===== src/rtl/memPairPkg.sv =====
package memPairPkg;
  typedef enum logic [1:0] {
    KIND_OTHER = 2'd0,
    KIND_LDW   = 2'd1,
    KIND_STW   = 2'd2,
    KIND_FPST  = 2'd3
  } instKind_t;

  localparam logic [1:0] MEM_CACHEABLE = 2'd1;
  localparam logic [1:0] MEM_WCOMB     = 2'd2;

  typedef struct packed {
    logic fuse;
    logic crack;
    logic take;
  } ctrlStrobes_t;
endpackage


===== src/rtl/pairBondPredictor.sv =====
module pairBondPredictor import memPairPkg::*; #(
  parameter int DEPTH = 16,
  localparam int IDX_W = $clog2(DEPTH)
) (
  input  logic             clk,
  input  logic             rstN,
  input  logic [IDX_W-1:0] lookupIdx,
  output logic             predictOk,
  input  logic             trainValid,
  input  logic [IDX_W-1:0] trainIdx,
  input  logic             trainBondOk,
  input  logic [1:0]       trainMemType
);
  logic [1:0] ctr [DEPTH];
  logic       goodTrain;

  assign goodTrain = trainBondOk &&
                     (trainMemType == MEM_CACHEABLE || trainMemType == MEM_WCOMB);
  assign predictOk = ctr[lookupIdx][1];

  for (genvar e = 0; e < DEPTH; e++) begin : gEntry
    always_ff @(posedge clk) begin
      if (!rstN) begin
        ctr[e] <= 2'd0;
      end else if (trainValid && trainIdx == IDX_W'(e)) begin
        if (!goodTrain)          ctr[e] <= 2'd0;
        else if (ctr[e] != 2'd3) ctr[e] <= ctr[e] + 2'd1;
      end
    end
  end
endmodule


===== src/rtl/pairFuseCtrl.sv =====
module pairFuseCtrl import memPairPkg::*; #(
  parameter int REG_W = 5,
  parameter int OFF_W = 16
) (
  input  logic             aValid,
  input  instKind_t        aKind,
  input  logic [REG_W-1:0] aBase,
  input  logic [OFF_W-1:0] aOff,
  input  logic             bValid,
  input  instKind_t        bKind,
  input  logic [REG_W-1:0] bBase,
  input  logic [OFF_W-1:0] bOff,
  input  logic             predictOk,
  input  logic             outReady,
  output ctrlStrobes_t     strobes
);
  logic sameClass, adjacent, pairAligned, pairOk;

  always_comb begin
    sameClass   = (aKind == bKind) && (aKind == KIND_LDW || aKind == KIND_STW);
    adjacent    = (aBase == bBase) && (bOff == aOff + OFF_W'(4));
    pairAligned = (aOff[2:0] == 3'b000);
    pairOk      = aValid && bValid && sameClass && adjacent && pairAligned && predictOk;
    strobes.fuse  = pairOk;
    strobes.crack = aValid && ((aKind == KIND_FPST) || (aKind == KIND_STW && pairOk));
    strobes.take  = aValid && outReady;
  end
endmodule


===== src/rtl/pairFuseDatapath.sv =====
module pairFuseDatapath import memPairPkg::*; #(
  parameter int PC_W  = 32,
  parameter int REG_W = 5,
  parameter int OFF_W = 16
) (
  input  ctrlStrobes_t     strobes,
  input  logic             aValid,
  input  logic [1:0]       aKind,
  input  logic [PC_W-1:0]  aPc,
  input  logic [REG_W-1:0] aBase,
  input  logic [REG_W-1:0] aReg,
  input  logic [OFF_W-1:0] aOff,
  input  logic [REG_W-1:0] bReg,
  output logic             outValid,
  output logic [1:0]       outKind,
  output logic [PC_W-1:0]  outPc,
  output logic [REG_W-1:0] outBase,
  output logic [REG_W-1:0] outReg0,
  output logic [REG_W-1:0] outReg1,
  output logic [OFF_W-1:0] outOffset,
  output logic             outBonded,
  output logic             outCracked,
  output logic [1:0]       slotsTaken
);
  always_comb begin
    outValid   = aValid;
    outKind    = aKind;
    outPc      = aPc;
    outBase    = aBase;
    outReg0    = aReg;
    outReg1    = strobes.fuse ? bReg : '0;
    outOffset  = aOff;
    outBonded  = strobes.fuse;
    outCracked = strobes.crack;
    if (!strobes.take)     slotsTaken = 2'd0;
    else if (strobes.fuse) slotsTaken = 2'd2;
    else                   slotsTaken = 2'd1;
  end
endmodule


===== src/rtl/memPairFuser.sv =====
module memPairFuser import memPairPkg::*; #(
  parameter int PC_W       = 32,
  parameter int REG_W      = 5,
  parameter int OFF_W      = 16,
  parameter int PRED_DEPTH = 16
) (
  input  logic             clk,
  input  logic             rstN,
  input  logic             aValid,
  input  logic [1:0]       aKind,
  input  logic [PC_W-1:0]  aPc,
  input  logic [REG_W-1:0] aBase,
  input  logic [REG_W-1:0] aReg,
  input  logic [OFF_W-1:0] aOff,
  input  logic             bValid,
  input  logic [1:0]       bKind,
  input  logic [REG_W-1:0] bBase,
  input  logic [REG_W-1:0] bReg,
  input  logic [OFF_W-1:0] bOff,
  input  logic             trainValid,
  input  logic [PC_W-1:0]  trainPc,
  input  logic             trainBondOk,
  input  logic [1:0]       trainMemType,
  input  logic             outReady,
  output logic             outValid,
  output logic [1:0]       outKind,
  output logic [PC_W-1:0]  outPc,
  output logic [REG_W-1:0] outBase,
  output logic [REG_W-1:0] outReg0,
  output logic [REG_W-1:0] outReg1,
  output logic [OFF_W-1:0] outOffset,
  output logic             outBonded,
  output logic             outCracked,
  output logic [1:0]       slotsTaken
);
  localparam int IDX_W = $clog2(PRED_DEPTH);

  ctrlStrobes_t strobes;
  logic         predictOk;
  logic         unusedTrainBits;

  assign unusedTrainBits = ^{trainPc[PC_W-1:IDX_W+2], trainPc[1:0]};

  pairBondPredictor #(.DEPTH(PRED_DEPTH)) uPred (
    .clk(clk), .rstN(rstN),
    .lookupIdx(aPc[IDX_W+1:2]), .predictOk(predictOk),
    .trainValid(trainValid), .trainIdx(trainPc[IDX_W+1:2]),
    .trainBondOk(trainBondOk), .trainMemType(trainMemType)
  );

  pairFuseCtrl #(.REG_W(REG_W), .OFF_W(OFF_W)) uCtrl (
    .aValid(aValid), .aKind(instKind_t'(aKind)), .aBase(aBase), .aOff(aOff),
    .bValid(bValid), .bKind(instKind_t'(bKind)), .bBase(bBase), .bOff(bOff),
    .predictOk(predictOk), .outReady(outReady), .strobes(strobes)
  );

  pairFuseDatapath #(.PC_W(PC_W), .REG_W(REG_W), .OFF_W(OFF_W)) uPath (
    .strobes(strobes), .aValid(aValid), .aKind(aKind), .aPc(aPc),
    .aBase(aBase), .aReg(aReg), .aOff(aOff), .bReg(bReg),
    .outValid(outValid), .outKind(outKind), .outPc(outPc), .outBase(outBase),
    .outReg0(outReg0), .outReg1(outReg1), .outOffset(outOffset),
    .outBonded(outBonded), .outCracked(outCracked), .slotsTaken(slotsTaken)
  );
endmodule


===== config.mk =====
export PLATFORM = sky130hd
export DESIGN_NAME = memPairFuser
export DESIGN_NICKNAME = d
export VERILOG_FILES = /design/src/rtl/memPairPkg.sv /design/src/rtl/pairBondPredictor.sv /design/src/rtl/pairFuseCtrl.sv /design/src/rtl/pairFuseDatapath.sv /design/src/rtl/memPairFuser.sv
export SDC_FILE = /design/constraint.sdc
export NUM_CORES = 1
export LEC_CHECK = 0
export ABC_AREA = 1
export BUFFER_PORTS_ARGS = -buffer_cell sky130_fd_sc_hd__buf_2
export CORE_UTILIZATION = 46
export DETAILED_ROUTE_END_ITERATION = 6
export GPL_ROUTABILITY_DRIVEN = 0
export PLACE_DENSITY_LB_ADDON = 0.15
export SLEW_MARGIN = 30
export SYNTH_ARGS = -nofsm -noshare
export SYNTH_HDL_FRONTEND = slang
export SYNTH_SLANG_ARGS = --single-unit

===== constraint.sdc =====
create_clock -name clk -period 1.8 [get_ports clk]
set_input_delay 0.18 -clock clk [delete_from_list [all_inputs] [get_ports clk]]
set_output_delay 0.18 -clock clk [all_outputs]
set_load 0.05 [all_outputs]

==> metrics.txt <==
routed via count=3368; Setup WS post-layout=-0.110 ns; CORE AREA=0.00733 mm^2; Sink Count=32; Post-DRT Antenna Nets=0; violated checks=negative setup slack; die height=89.5 um; crit path DAT=1.73 ns; CTS tree=yes; Synth Cell Area=0.00352 mm^2; DRC violations left=0; die area=0.00801 mm^2; worst vdd ir=0.000398 V; drt wl/cell=11.6 um; H-tree levels=2; final hold viol count=0; io pins=199; initial core utilization=0.480; Die W=89.5 um; worst slew pin tran=0.340 ns; status=finished, violations left; Lkg Pwr=2.25 nW; max_cap viols=0; register area=961 um^2; post-synth top area cell=edfxtp_1; largest register by flop count=uPred.ctr; CP Data Required Time=1.62 ns; Root Driver=clkbuf_8; total power=2.21 mW; GR Overflow Total=0; Synth top area share=0.273; DRT iter0 DRCs=98; first-pass GRT wire length=13.2 mm; Synth Area in Adders=0.0675; share of cells above drive strength 1=0.278; worst-path fanout max=6; area post-placement=0.00384 mm^2; Seq/Total Area, Yosys=0.273; Layout area overhead=19.8%; vias per cell=4.70; Final #Nets=765; multi-input logic area=0.00183 mm^2; post-synthesis average cell area=6.44 um^2; r2r setup slk=0.50 ns; Post-Route WL=8.29 mm; Synth Warn #=0; Final Max Tran Viols=0; pre-CTS setup slack=-0.288 ns; number of port buffers=104; fin crit period=1.91 ns; total CTS buffers=5; Critical Path Start Type=input pin; worst flop-to-flop path startpoint=uPred.ctr[5][1]; initial antenna violation count=0; Final Setup Violations=9; Max Clk Rate=524 MHz; crit path kind=input pin to output pin; number of global-route vias before repair=3132; largest net degree at the start of global routing=16; mux contribution to synthesized area=0; GRT Total Usage=0.212; final period utilization=1.06; HPWL after DPL=6.63 mm; hold buffer count at CTS=0; worst r2r dst=uPred.ctr[5][1]; Net Count, Synth=695; Placement Rows=31; max reg flops=32; Largest regs=uPred.ctr (32); Hold Path Class=input pin to output pin; RSZ-0062 raised after global routing=yes; synthesized flop and latch total=32; post-synth cell types=27; hold path start=aPc[16]; Clock Tree Buf Depth=2; FF-to-FF path depth=3; max_slew headroom=0.773; Critical path origin=aOff[2]; CP endpoint=slotsTaken[1]; Post-Synth XOR/XNOR Area=0.0199; final design area excluding fillers=0.00422 mm^2; Worst setup EP type=output pin; compound-gate portion of the synthesized area=0.0416; Post-Synth Simple-Gate Area=0.352; synth top area cells=edfxtp_1, nand2_1, buf_4, inv_1, nor2_1; later-pin clock latency in the skew report=0.28 ns; Post-Syn Instances=547; largest family of logic cells by synthesized area=simple AND/OR/NAND/NOR gates; PwrDens=525 mW/mm^2; DR pass1 iterations=4; fillers=711; antenna cells=0; Clock Skew=0.00453 ns
stage by stage:
stage	hold WS [ns]	TNS, ns	instances	utilization
after global routing	0.360	-2.18	717	0.575
after CTS	0.360	-0.728	715	0.569
final	0.360	-0.832	717	0.575
after global placement	0.360	-2.09	700	0.524
after detailed placement	0.360	-2.32	700	0.524
after floorplan	0.509	-0.721	547	-
synthesized netlist by cell type, drive strengths merged:
library cell,number
clkinv,1
buf,64
clkbuf,3
nand3b,6
ha,19
nand3,37
xor2,6
edfxtp,32
nor3,4
o21ai,16
xnor2,2
a21oi,3
nand4,8
inv,101
o21bai,1
nand2,132
or2,1
o22ai,1
a22oi,5
nor2,105
how the worst min path moves through the flow:
stage,cells past startpoint,slack (ns),to
2_1_floorplan,2,0.51,outCracked
3_3_place_gp,0,0.36,outPc[17]
3_5_place_dp,0,0.36,outPc[17]
4_1_cts,0,0.36,outPc[17]
5_1_grt,0,0.36,outPc[27]
6_report,0,0.36,outPc[16]
area by class of cell:
type	count	area share
clock buffers	6	0.0172
repair buffers	130	0.193
multi-input cells	346	0.433
clock inverters	2	0.00831
flip-flops and latches	32	0.228
inverters	102	0.0914
well taps	99	0.0294
critical path: stages:
cell      delay, ns
buf_6          0.09
ha_4           0.14
nand2_2        0.07
nor2_4         0.18
nand2_1        0.11
nand3_2        0.09
o21ai_0        0.09
nor2_1         0.10
nand3b_1       0.16
inv_2          0.14
nand2_8        0.10
nor2_2         0.11
buf_6          0.16
logic make-up (layout without fill, tap and decap cells):
family,Yosys count,in the layout
buf+inv,169,240
xor+xnor,8,8
simple gates,293,293
fa+ha+maj,19,19
compound gates,26,26
flops,32,32
layout by cell type (no fill, tap or decap), types with 2 or more instances in the layout:
master and count:
edfxtp_1 32, buf_4 23, xnor2_1 2, nand4_1 8, a22oi_1 5, inv_1 97, nand2_1 124, o21ai_0 14
a21oi_1 2, buf_2 93, clkbuf_8 5, nor3_2 2, buf_6 9, inv_2 3, nand3_2 2, nand3_1 35
nor2_2 7, ha_1 17, nor2_4 9, nand2_2 7, buf_8 5, xor2_1 6, ha_4 2, o21ai_1 2
nor3_1 2, nor2_1 89, nand3b_1 6
where the power goes:
part | internal, mW | switching, mW
Combinational | 0.239 | 0.436
Sequential | 0.850 | 0.0183
Clock | 0.410 | 0.260
what timing repair did:
action	CTS	global route
gates cloned	0	0
buffers inserted	7	2
setup endpoints to repair	9	9
gates resized for setup	44	10
pin swaps	20	3
metal layers:
metal | GRT usage | vias to the layer above | routed length [um]
met5 | 0 | - | 0
li1 | - | 1764 | -
met4 | 0.0808 | 0 | 109
met2 | 0.379 | 101 | 4150
met3 | 0.0305 | 13 | 381
met1 | 0.256 | 1490 | 3640
No activity file was read; power rests on OpenSTA's default activity.
